$ cat src/rtl/lpmseq_pkg.sv
package lpmseq_pkg;

  typedef enum logic [2:0] {
    ST_IDLE,
    ST_FETCH,
    ST_EXEC,
    ST_DELAY,
    ST_WAIT
  } seq_st_t;

  typedef enum logic [1:0] {
    K_OUT,
    K_DLY,
    K_WAIT,
    K_END
  } cmd_kind_t;

  localparam logic [7:0] CMD_END = 8'h0F;

  function automatic cmd_kind_t classify(input logic [7:0] b);
    if (b[7])
      return K_WAIT;
    else if (b == CMD_END)
      return K_END;
    else if (b[6:4] inside {3'd1, 3'd2, 3'd3})
      return K_DLY;
    else
      return K_OUT;
  endfunction

endpackage

$ cat src/rtl/lpmseq_mem.sv
module lpmseq_mem #(
  parameter int AW = 5,
  parameter int DW = 8
) (
  input  logic          clk,
  input  logic          we,
  input  logic [AW-1:0] waddr,
  input  logic [DW-1:0] wdata,
  input  logic [AW-1:0] raddr,
  output logic [DW-1:0] rdata
);
  localparam int DEPTH = 1 << AW;

  logic [DW-1:0] store [DEPTH];

  always_ff @(posedge clk) begin
    if (we)
      store[waddr] <= wdata;
    rdata <= store[raddr];
  end
endmodule

$ cat src/rtl/lpmseq_tick.sv
module lpmseq_tick #(
  parameter int DIV_W = 4
) (
  input  logic             clk,
  input  logic             rst,
  input  logic             clr,
  input  logic [DIV_W-1:0] div,
  output logic             tick
);
  logic [DIV_W-1:0] cnt_q;

  always_ff @(posedge clk) begin
    if (rst || clr)
      cnt_q <= '0;
    else if (cnt_q == div)
      cnt_q <= '0;
    else
      cnt_q <= cnt_q + 1'b1;
  end

  assign tick = (cnt_q == div) && !clr;
endmodule

$ cat src/rtl/lpmseq_delay.sv
module lpmseq_delay #(
  parameter int DLY_W = 10
) (
  input  logic             clk,
  input  logic             rst,
  input  logic             load,
  input  logic [DLY_W-1:0] load_val,
  input  logic             dec,
  output logic             zero
);
  logic [DLY_W-1:0] cnt_q;

  always_ff @(posedge clk) begin
    if (rst)
      cnt_q <= '0;
    else if (load)
      cnt_q <= load_val;
    else if (dec && cnt_q != '0)
      cnt_q <= cnt_q - 1'b1;
  end

  assign zero = (cnt_q == '0);
endmodule

$ cat src/rtl/lpmseq_top.sv
module lpmseq_top
  import lpmseq_pkg::*;
#(
  parameter int ADDR_W = 5,
  parameter int DLY_W  = 10,
  parameter int DIV_W  = 4
) (
  input  logic              clk,
  input  logic              rst,
  input  logic              wr_en,
  input  logic [7:0]        wr_addr,
  input  logic [31:0]       wr_data,
  input  logic              wfi_req,
  input  logic              wake_irq,
  output logic [6:0]        pwr_ctl,
  output logic              busy,
  output logic [ADDR_W-1:0] cur_idx,
  output logic              done,
  output logic              err,
  output logic              resume
);
  localparam int          NPRE    = 3;
  localparam int          PRE_W   = NPRE * DLY_W;
  localparam logic [ADDR_W-1:0] LAST_IDX = '1;

  seq_st_t             st_q;
  logic [ADDR_W-1:0]   pc_q;
  logic                en_q;
  logic [ADDR_W-1:0]   start_q;
  logic [DIV_W-1:0]    div_q;
  logic [PRE_W-1:0]    pre_q;
  logic [6:0]          pwr_q;
  logic                busy_q, done_q, err_q, resume_q;

  logic                wr_ok, mem_we;
  logic [7:0]          cmd;
  cmd_kind_t           kind;
  logic [DLY_W-1:0]    pre_sel;
  logic                tick, dly_zero, dly_load, dly_dec;

  assign wr_ok  = wr_en && !busy_q;
  assign mem_we = wr_ok && wr_addr[7];

  always_ff @(posedge clk) begin
    if (rst) begin
      en_q    <= 1'b0;
      start_q <= '0;
      div_q   <= '0;
      pre_q   <= '0;
    end else if (wr_ok && !wr_addr[7]) begin
      case (wr_addr[1:0])
        2'd0: begin
          en_q    <= wr_data[0];
          start_q <= wr_data[8 +: ADDR_W];
        end
        2'd1: div_q <= wr_data[DIV_W-1:0];
        2'd2: pre_q <= wr_data[PRE_W-1:0];
        default: ;
      endcase
    end
  end

  lpmseq_mem #(.AW(ADDR_W), .DW(8)) u_mem (
    .clk   (clk),
    .we    (mem_we),
    .waddr (wr_addr[ADDR_W-1:0]),
    .wdata (wr_data[7:0]),
    .raddr (pc_q),
    .rdata (cmd)
  );

  assign kind = classify(cmd);

  always_comb begin
    case (cmd[5:4])
      2'd1:    pre_sel = pre_q[0*DLY_W +: DLY_W];
      2'd2:    pre_sel = pre_q[1*DLY_W +: DLY_W];
      default: pre_sel = pre_q[2*DLY_W +: DLY_W];
    endcase
  end

  assign dly_load = (st_q == ST_EXEC) && (kind == K_DLY);
  assign dly_dec  = (st_q == ST_DELAY) && tick;

  lpmseq_tick #(.DIV_W(DIV_W)) u_tick (
    .clk  (clk),
    .rst  (rst),
    .clr  (dly_load),
    .div  (div_q),
    .tick (tick)
  );

  lpmseq_delay #(.DLY_W(DLY_W)) u_dly (
    .clk      (clk),
    .rst      (rst),
    .load     (dly_load),
    .load_val (pre_sel),
    .dec      (dly_dec),
    .zero     (dly_zero)
  );

  always_ff @(posedge clk) begin
    if (rst) begin
      st_q     <= ST_IDLE;
      pc_q     <= '0;
      pwr_q    <= '0;
      busy_q   <= 1'b0;
      done_q   <= 1'b0;
      err_q    <= 1'b0;
      resume_q <= 1'b0;
    end else begin
      done_q   <= 1'b0;
      err_q    <= 1'b0;
      resume_q <= 1'b0;
      case (st_q)
        ST_IDLE: begin
          if (en_q && wfi_req) begin
            pc_q   <= start_q;
            busy_q <= 1'b1;
            st_q   <= ST_FETCH;
          end
        end
        ST_FETCH: st_q <= ST_EXEC;
        ST_EXEC: begin
          case (kind)
            K_END: begin
              busy_q   <= 1'b0;
              done_q   <= 1'b1;
              resume_q <= 1'b1;
              st_q     <= ST_IDLE;
            end
            K_WAIT: st_q <= ST_WAIT;
            K_DLY:  st_q <= ST_DELAY;
            default: begin
              pwr_q <= cmd[6:0];
              if (pc_q == LAST_IDX) begin
                busy_q   <= 1'b0;
                err_q    <= 1'b1;
                resume_q <= 1'b1;
                st_q     <= ST_IDLE;
              end else begin
                pc_q <= pc_q + 1'b1;
                st_q <= ST_FETCH;
              end
            end
          endcase
        end
        ST_DELAY, ST_WAIT: begin
          if ((st_q == ST_DELAY && dly_zero) || (st_q == ST_WAIT && wake_irq)) begin
            if (pc_q == LAST_IDX) begin
              busy_q   <= 1'b0;
              err_q    <= 1'b1;
              resume_q <= 1'b1;
              st_q     <= ST_IDLE;
            end else begin
              pc_q <= pc_q + 1'b1;
              st_q <= ST_FETCH;
            end
          end
        end
        default: st_q <= ST_IDLE;
      endcase
    end
  end

  assign pwr_ctl = pwr_q;
  assign busy    = busy_q;
  assign cur_idx = pc_q;
  assign done    = done_q;
  assign err     = err_q;
  assign resume  = resume_q;
endmodule

$ cat config.mk
export PLATFORM = sky130hd
export DESIGN_NAME = lpmseq_top
export DESIGN_NICKNAME = d
export VERILOG_FILES = /design/src/rtl/lpmseq_pkg.sv /design/src/rtl/lpmseq_mem.sv /design/src/rtl/lpmseq_tick.sv /design/src/rtl/lpmseq_delay.sv /design/src/rtl/lpmseq_top.sv
export SDC_FILE = /design/constraint.sdc
export NUM_CORES = 1
export LEC_CHECK = 0
export BUFFER_PORTS_ARGS = -buffer_cell sky130_fd_sc_hd__buf_2
export CAP_MARGIN = 30
export CORE_UTILIZATION = 40
export CTS_BUF_LIST = sky130_fd_sc_hd__clkbuf_4 sky130_fd_sc_hd__clkbuf_8 sky130_fd_sc_hd__clkbuf_16
export CTS_CLUSTER_DIAMETER = 60
export DETAILED_ROUTE_END_ITERATION = 6
export GPL_TIMING_DRIVEN = 0
export PLACE_DENSITY_LB_ADDON = 0.3
export SLEW_MARGIN = 20
export SYNTH_ARGS = -nofsm -noshare
export SYNTH_HDL_FRONTEND = slang
export SYNTH_HIERARCHICAL = 1
export SYNTH_SLANG_ARGS = --single-unit
export TNS_END_PERCENT = 20
$ cat constraint.sdc
create_clock -name clk -period 2.9 [get_ports clk]
set_input_delay 0.87 -clock clk [delete_from_list [all_inputs] [get_ports clk]]
set_output_delay 0.87 -clock clk [all_outputs]
set_load 0.03 [all_outputs]
[Word level (Yosys, flattened, before mapping)]
Memory sizes are Yosys's and may differ from the RTL's. A register that Yosys moved wholly into a read port is not among the register bits.
Cells that the tools add are included.
Storage, ports and cells
  bits in registers: 73
  latch bits: 0
  RAM bits: 256
  bits in read-only memories: 0
  input bits: 45
  logic and storage cells: 104
  memories kept: 1
Operators by class
  add/subtract/negate cells: 3
  $mul: 0
  div/mod/pow operators: 0
  $lt $le $gt $ge: 0
  eq/ne operators: 21
  shifts and indexed selects: 0
  mux-type cells: 30
  bitwise gates (word level): 2
  reduce and logical (&&, ||, !) cells: 34
Memory list
  u_mem.store: depth 32, width 8, read ports 1, clocked after Yosys merged registers in 1, wr ports 1, line lpmseq_mem.sv:14  | logic [DW-1:0] store [DEPTH];
Operator list (count)
  2-to-1 mux 10 bit: 2
  2-to-1 mux 5 bit: 4
  one-hot mux 10 bit (2 select lines): 1
  one-hot mux 5 bit (3 select lines): 1
  == test 3 x 2 -> 1 bit (second input constant): 4
  one-hot mux 3 bit (4 select lines): 1
  2-to-1 mux 1 bit: 11
  logical AND 1 bit: 10
  zero test 10 bit: 1
  AND reduction 2 bit: 5
  nonzero test 10 bit: 1
  subtractor 10 x 1 -> 10 bit (second input constant): 1
  one-hot mux 3 bit (3 select lines): 1
  == test 2 bit (second input constant): 4
  == test 8 x 4 -> 1 bit (second input constant): 1
  inequality test 2 bit (second input constant): 4
  one-hot mux 1 bit (2 select lines): 4
  AND reduction 4 bit: 2
  OR reduction 2 bit: 4
  == test 2 x 1 -> 1 bit (second input constant): 3
  == test 3 x 1 -> 1 bit (second input constant): 2
  2-to-1 mux 3 bit: 2
  nonzero test 3 bit: 2
  adder 5 x 1 -> 5 bit (second input constant): 1
  other kinds (13): 18

[Logic depth before layout (Yosys ltp)]
Gate-level depths: netlist of the first run.
  depth after elaboration: 13
  gate-level depth with buffers: 13

[Modules after synthesis]
Netlist of the first run, hierarchy kept.
By module, submodules not included
  lpmseq_mem: times used 1, cells an instance 417, area an instance 10053.4 um2, sequential area each 7847.5 um2
  lpmseq_top: times used 1, cells an instance 338, area an instance 2747.6 um2, sequential area each 1181.1 um2
  lpmseq_delay: times used 1, cells an instance 76, area an instance 651.9 um2, sequential area each 200.2 um2
  lpmseq_tick: times used 1, cells an instance 18, area an instance 206.4 um2, sequential area each 80.1 um2

[Worst setup path before layout of the first run]
Ideal clock, no wire load.
  path type: flip-flop to flip-flop
  start point: reg u_mem.rdata[4], read port of u_mem.store
  end point: reg u_dly.cnt_q[1]
  setup time: 0.079 ns
  arrival: 2.753 ns
  path slack: 0.068 ns
  stages on the path, launching flop included: 14
  buffers on the path: 0
  cell sequence: dfxtp_1 -> inv_1 -> ha_1 -> or3b_4 -> or2_2 -> o31ai_1 -> ha_1 -> and2_1 -> and2b_1 -> and3_1 -> inv_1 -> a31oi_2 -> mux2_4 -> a211oi_2
Between the ends
  word-level cells in the longest chain between the ends: 12
  elaborated cells between the ends (all ways): 19
  those cells by class: 7 x eq/ne; 5 x mux; 7 x reduce/logical
Ends and longest elaborated chain
  start: declaration: line lpmseq_mem.sv:10  | output logic [DW-1:0] rdata
  == test 3 x 1 -> 1 bit or == test 3 x 2 -> 1 bit (tied branches): line lpmseq_pkg.sv:25  | else if (b[6:4] inside {3'd1, 3'd2, 3'd3})
  nonzero test 3 bit: line lpmseq_pkg.sv:25
  2-to-1 mux 1 bit: line lpmseq_pkg.sv:25
  2-to-1 mux 2 bit (*): line lpmseq_pkg.sv:23  | else if (b == CMD_END)
  2-to-1 mux 2 bit (*): line lpmseq_pkg.sv:21  | if (b[7])
  == test 2 x 1 -> 1 bit (*): line lpmseq_top.sv:82  | assign dly_load = (st_q == ST_EXEC) && (kind == K_DLY);
  logical AND 1 bit (*): line lpmseq_top.sv:82
  via dly_load: line lpmseq_top.sv:39  | logic tick, dly_zero, dly_load, dly_dec;
  zero test 1 bit (*): line lpmseq_tick.sv:21  | assign tick = (cnt_q == div) && !clr;
  logical AND 1 bit (*): line lpmseq_tick.sv:21
  via tick: line lpmseq_top.sv:39
  logical AND 1 bit (*): line lpmseq_top.sv:83  | assign dly_dec = (st_q == ST_DELAY) && tick;
  via dly_dec: line lpmseq_top.sv:39
  logical AND 1 bit (*): line lpmseq_delay.sv:18  | else if (dec && cnt_q != '0)
  nonzero test 2 bit (no line) (*)
  end signal: assignment: line lpmseq_delay.sv:17  | cnt_q <= load_val;
  end signal: assignment: line lpmseq_delay.sv:19  | cnt_q <= cnt_q - 1'b1;
  end: declaration: line lpmseq_delay.sv:11  | logic [DLY_W-1:0] cnt_q;
The timed path passes the listed nets; every way through them passes the cells marked *.
A chain may end at the register's enable or synchronous reset.

[Final worst setup path of the first run]
Ends and elaborated chain as after synthesis.

==> results.json, run 1 <==
{
  "status": "finished, final reports clean",
  "cp-startpoint": "u_mem/rdata[4]",
  "cts_num_sinks": 337,
  "hold_viol_final": 0,
  "io_buffer_count": 56,
  "cap_viol_max_count": 0,
  "worst_slew_pin_slew_ns": 0.8766,
  "r2r_slack_ns": 0.10,
  "antenna_found_initial": 0,
  "synth_cells": 849,
  "p_per_area_nw_per_um2": 657.7,
  "synth_edf_count": 256,
  "grt_pass1_wl_um": 46020,
  "post-route-util": 0.4691,
  "first_iter_violations": 698,
  "grtUsageMet2": 0.2688,
  "dpl_cell_area_um2": 14500,
  "arrival_ns": 3.24,
  "switching_share": 0.2187,
  "synth_area_leaders": "edfxtp_1 (56%), mux4_2 (13%), dfxtp_1 (12%), a21oi_1 (2.2%), nand2_1 (2.1%)",
  "nFillCells": 2889,
  "clk_pin_slew_ns": 0.06,
  "worstReg2RegEnd": "u_dly/cnt_q[1]",
  "die_height_um": 186.8,
  "die_area_um2": 34890,
  "die_width_um": 186.8,
  "timing.rr.start": "u_mem/rdata[4]",
  "drt-pass1-iter-count": 5,
  "finalCritPeriodShare": 0.9641,
  "avgSynthCellArea_um2": 16.09,
  "area_growth_pct": 15.15,
  "synth_nets": 903,
  "cp-end-kind": "flip-flop",
  "ys_ff_latch": 337,
  "drive_gt1_frac": 0.2644,
  "crit_fanout": 6,
  "clockPowerShare": 0.440,
  "post-dp-hpwl_um": 20050,
  "busiest_layer": "met2",
  "yosys.area.top_type": "edfxtp_1",
  "ys_types": 66,
  "ys_seq_area_frac": 0.6815,
  "hold_start": "pre_q[26]",
  "rsz0062_at_grt": "false",
  "intPower_mw": 8.082,
  "stdcell_count": 1420,
  "power_mw": 10.34,
  "max_clock_freq_mhz": 357.7,
  "grt_overflow": 0,
  "hold_depth": 2,
  "pin_count": 61,
  "route.detailed.drc": 0,
  "cts_tree": "yes",
  "vias": 7785,
  "synth_top_area_share": 0.5628,
  "synthArstFlopShare": 0,
  "leakagePower_nw": 5.077,
  "grt_use_total": 0.1740,
  "reg2reg_depth": 13,
  "cts_made_buffers": 36,
  "ys.flop_type": "edfxtp_1",
  "wl_per_cell_um": 21.31,
  "via_per_inst": 5.482,
  "wl_um": 30260,
  "crit_type": "flip-flop to flip-flop",
  "syn_area_um2": 13660,
  "grt_pass1_vias": 7542,
  "slew_headroom": 0.4108,
  "clock_path_buffers": 3,
  "fin_skew_ns": 0.02221,
  "final_cell_area_um2": 15730,
  "drtAntennaViolNets": 0,
  "cp-start-kind": "flip-flop",
  "whs_endpoint": "pre_q[26]",
  "root_buffer": "clkbuf_16",
  "power_frac_seq": 0.510,
  "grt_max_degree": 36,
  "cp.required_ns": 3.34,
  "fin_nets": 999,
  "min_period_ns": 2.796,
  "post-place-cells": 1353,
  "hold_buffers": 0,
  "coreArea_um2": 33530,
  "setup_viol_count_final": 0,
  "p_comb_frac": 0.050,
  "fp-row-count": 67,
  "met1_usage": 0.2524,
  "p_switching_mw": 2.262,
  "clk_latency_ns": 0.54,
  "grtUsageMet3": 0.02953,
  "timing.final.max_slew_violations": 0,
  "htreeDepth": 2,
  "ir_drop_mv": 0.3936,
  "start_util": 0.4074,
  "yosys_warnings": 6,
  "min_path_type": "flip-flop to flip-flop",
  "gp_congestion": 0.8103,
  "antennaDiodeCount": 0
}
## what timing repair did
item                       CTS  global route
pin swaps                    1             1
resized for setup           12             8
setup endpoints to repair   16             4
hold endpoints to repair     0             0
setup buffers                2             0
## cell families after synthesis
group	share of synthesized area
flip-flops	0.6815
AND/OR/NAND/NOR	0.08171
AO/OA/AOI/OAI	0.05130
multiplexers	0.1536
buffers and inverters	0.01850
adder cells (fa/ha/maj)	0.008244
XOR/XNOR	0.005130
## cell usage in the layout, fill, tap and decap left out, types with 18 or more instances in the layout
cell,Yosys,final
edfxtp_1,256,256
clkbuf_1,27,22
clkbuf_16,0,36
nor2_1,71,70
nand2_1,75,75
buf_2,4,62
a21oi_1,61,61
dfxtp_1,81,79
mux2i_1,18,18
mux4_2,80,80
## power by group through the flow
stage | clock, mW | combinational (mW) | sequential, mW
after CTS | 4.63 | 0.523 | 5.27
after floorplan | 0 | 0.289 | 5.37
after detailed placement | 0 | 0.518 | 5.37
after global routing | 4.83 | 0.565 | 5.27
final | 4.55 | 0.522 | 5.27
after global placement | 0 | 0.512 | 5.37
## flip-flops by register name, summed over array words and instances, names as in the netlist
signal / flops
u_mem/store: 256
pre_q: 30
u_dly/cnt_q: 10
u_mem/rdata: 8
pwr_ctl: 7
cur_idx: 5
start_q: 5
div_q: 4
u_tick/cnt_q: 4
st_q: 3
busy: 1
done: 1
en_q: 1
err: 1
resume: 1
## cell usage after synthesis (all sizes together), types with 4 or more instances
cell type	n
and3	5
dfxtp	81
edfxtp	256
mux2	10
buf	18
a31oi	4
a211oi	9
nand3b	6
ha	9
nor3	10
nand2	75
nor4	9
mux4	80
mux2i	18
clkbuf	27
a21oi	62
xor2	6
nand3	12
nor2	72
inv	11
nand2b	5
o21ai	7
or3b	4
a22oi	12
## layout make-up
type / count / area [um^2] / area share
Tap cell: 448 / 560.5 / 0.03564
Buffer: 45 / 220.2 / 0.01400
Timing Repair Buffer: 58 / 295.3 / 0.01877
Multi-Input combinational cell: 456 / 4119 / 0.2619
Sequential cell: 337 / 9311 / 0.5920
Inverter: 11 / 43.79 / 0.002784
Clock inverter: 15 / 160.2 / 0.01018
Clock buffer: 50 / 1018 / 0.06475
## worst max path at each step
| stage | endpoint | slack, ns | cells past startpoint |
|---|---|---|---|
| after floorplan | u_dly/cnt_q[1] | 0.07 | 13 |
| final | u_dly/cnt_q[1] | 0.10 | 13 |
| after global placement | u_mem/store[8][0] | -0.35 | 6 |
| after CTS | u_dly/cnt_q[1] | 0.004 | 13 |
| after detailed placement | u_mem/store[8][0] | -0.37 | 6 |
| after global routing | u_dly/cnt_q[1] | 0.0007 | 13 |
## critical path, cell delays in order (launching register included)
cell	delay, ns
dfxtp_2	0.34
inv_1	0.08
ha_1	0.14
or3b_4	0.41
nor2_8	0.14
nor2_1	0.06
ha_2	0.19
and2_4	0.14
and2b_1	0.18
and3_4	0.23
inv_4	0.05
a31oi_2	0.22
mux2_4	0.33
a211oi_2	0.20
## per-layer routing
layer  vias up  share of wire  wire (um)
li1       3515              -          -
met1      3974           0.46      13860
met2       245           0.47      14150
met3        51          0.054       1634
met4         0          0.021        626
met5         -              0          0
## per-stage QoR
step / setup WS (ns) / TNS [ns] / hold WS (ns)
detailed placement: -0.3685 / -30.88 / 0.4491
global placement: -0.3549 / -21.91 / 0.4434
floorplan: 0.06797 / 0 / 0.4360
finish: 0.1040 / 0 / 0.4569
CTS: 0.003952 / 0 / 0.4570
global route: 0.0006657 / 0 / 0.4776
(Power assumes the default switching activity.)
==> inputs of run 2 (changes only) <==
- ABC_AREA: not set -> 1
==> run 2 against run 1 <==
- global-route usage rose by 2.9 points
- die area rose by 6.2%
- the run now ends with DRC left
- sequential power rose by 3%
==> results.json, run 2 <==
{
  "synthArstFlopShare": 0,
  "htreeDepth": 2,
  "max_clock_freq_mhz": 389.1,
  "grt_pass1_wl_um": 56060,
  "ys_types": 35,
  "synth_top_area_share": 0.5294,
  "path_cells": "inv_1 -> ha_1 -> nor2_1 -> nand2_1 -> nand2_1 -> nand2_1 -> ha_1 -> inv_1 -> nor2_2 -> nor2_1 -> inv_1 -> nor2_1 -> inv_1 -> a21oi_1 -> nand2_1 -> nand2_1 -> a21oi_1",
  "stdcell_count": 2058,
  "vias": 10690,
  "hold_buffers": 0,
  "drtAntennaViolNets": 0,
  "die_area_um2": 37070,
  "post-place-cells": 1990,
  "fp-row-count": 69,
  "top_register": "u_mem/store",
  "min_path_type": "flip-flop to flip-flop",
  "critPathSlowestCell": "dfxtp_1",
  "yosys_warnings": 6,
  "area_growth_pct": 14.86,
  "wl_per_cell_um": 18.18,
  "yosys.area.top_type": "edfxtp_1",
  "rsz0062_at_grt": "false",
  "status": "finished with violations",
  "arrival_ns": 2.97,
  "coreArea_um2": 35660,
  "slew_headroom": 0.3705,
  "power_mw": 13.75,
  "synth_nets": 1527,
  "max_stage_delay_ns": 0.36,
  "fin_skew_ns": 0.01716,
  "crit_fanout": 7,
  "ys_ff_latch": 337,
  "synth_area_leaders": "edfxtp_1 (53%), nand2_1 (12%), dfxtp_1 (11%), nand3_1 (7.7%), nor2_1 (3.9%)",
  "ir_drop_mv": 0.3951,
  "top_regs": "u_mem/store (256), pre_q (30), u_dly/cnt_q (10)",
  "cp-start-kind": "flip-flop",
  "post_cts_buffers": 0,
  "die_width_um": 192.5,
  "hold_viol_final": 0,
  "crit_type": "flip-flop to flip-flop",
  "die_height_um": 192.5,
  "ys.flop_type": "edfxtp_1",
  "p_per_area_nw_per_um2": 824.6,
  "setup_viol_count_final": 0,
  "post-dp-hpwl_um": 25030,
  "gp_congestion": 0.9188,
  "largest_register_ffs": 256,
  "hold_slack_ns": 0.4475,
  "synth_edf_count": 256,
  "clk_latency_ns": 0.53,
  "synth_common_cells": "nand2_1 (465), edfxtp_1 (256), nand3_1 (224)",
  "drt-pass1-iter-count": 7,
  "syn_area_um2": 14520,
  "final_common_cell": "nand2_1",
  "clock_path_buffers": 3,
  "grt_overflow": 0,
  "cp.required_ns": 3.30,
  "cts_made_buffers": 38,
  "worst_slew_pin_slew_ns": 0.9407,
  "route.detailed.drc": 8,
  "pin_count": 61,
  "grt_max_degree": 36,
  "min_period_ns": 2.570,
  "clk_pin_slew_ns": 0.06,
  "yosysMostFrequentCell": "nand2_1",
  "via_per_inst": 5.193,
  "leakagePower_nw": 6.357,
  "final_cell_mix": "nand2_1 (465), edfxtp_1 (256), nand3_1 (224)",
  "fin_nets": 1623,
  "grt_pass1_vias": 10060,
  "cts_num_sinks": 337,
  "dpl_cell_area_um2": 15380,
  "finalCritPeriodShare": 0.8863,
  "root_buffer": "clkbuf_16",
  "cts_resized": 0,
  "timing.final.max_slew_violations": 0,
  "cp_common_cell": "nand2_1",
  "cap_viol_max_count": 0,
  "nFillCells": 3319,
  "cp-end-kind": "flip-flop",
  "ys_seq_area_frac": 0.6411,
  "first_iter_violations": 967,
  "grt_use_total": 0.2032,
  "violations": "DRC",
  "start_util": 0.4072,
  "avgSynthCellArea_um2": 9.858,
  "io_buffer_count": 56,
  "antennaDiodeCount": 0,
  "wl_um": 37410,
  "synth_cells": 1473,
  "final_cell_area_um2": 16680,
  "cts_tree": "yes",
  "drive_gt1_frac": 0.1265,
  "antenna_found_initial": 0
}
[run 2: cell types whose count changed after synthesis, sizes merged, moves of 12 or more]
cell   before  now
nand2      75  477
a22oi      12    0
nor2       72  157
nand3      12  227
mux2i      18    0
a21oi      62   31
buf        18   50
mux4       80    0
o21ai       7   59
inv        11   71
[run 2: cell families after synthesis]
group / synth area share
buffers and inverters: 0.05412
AOI/OAI and AO/OA: 0.03809
DFF: 0.6411
xor gates and xnor gates: 0.003016
adders and majority gates: 0.007755
and+or+nand+nor: 0.2559
[run 2: area by class of cell]
| type | instances | area, um^2 | share of cell area |
|---|---|---|---|
| buffer | 73 | 508.0 | 0.03046 |
| clock buffer | 48 | 1050 | 0.06295 |
| clock inverter | 20 | 247.7 | 0.01485 |
| inverter | 72 | 277.8 | 0.01666 |
| multi-input combinational | 991 | 4428 | 0.2655 |
| sequential | 337 | 9309 | 0.5582 |
| tap | 461 | 576.8 | 0.03459 |
| timing repair buffer | 56 | 280.3 | 0.01681 |
[run 2: final timing paths]
check | start | to | slack, ns | depth (start not counted)
worst max register to register | u_mem/rdata[4] | u_dly/cnt_q[0] | 0.33 | 17
worst max-delay path | u_mem/rdata[4] | u_dly/cnt_q[0] | 0.33 | 17
worst min-delay path | pwr_ctl[0] | pwr_ctl[0] | 0.45 | 2
worst min register to register | pwr_ctl[0] | pwr_ctl[0] | 0.45 | 2
[run 2: worst max-delay path, delay by kind of cell, from the launching register on]
kind / cells / cell delay, ns
buf+inv: 4 / 0.33
fa+ha+maj: 2 / 0.42
simple gates: 9 / 1.04
flops: 1 / 0.36
compound gates: 2 / 0.27
[run 2: through the flow]
stage / utilization / setup slack [ns] / TNS [ns]
finish: 0.4677 / 0.3297 / 0
global placement: 0.4313 / 0.0001605 / 0
floorplan: - / 0.7138 / 0
global route: 0.4677 / 0.07892 / 0
CTS: 0.4677 / 0.2394 / 0
detailed placement: 0.4313 / -0.06507 / -0.8067
[run 2: where the power goes]
| part | internal [mW] | total [mW] | switching (mW) |
|---|---|---|---|
| logic | 1.13 | 3.36 | 2.23 |
| registers | 5.33 | 5.45 | 0.121 |
| clock network | 3.03 | 4.94 | 1.91 |
[run 2: per-layer routing]
metal,track usage,part of all wire
met5,0,0
met4,0.07026,0.026
met3,0.03255,0.074
met2,0.3244,0.45
met1,0.2801,0.45
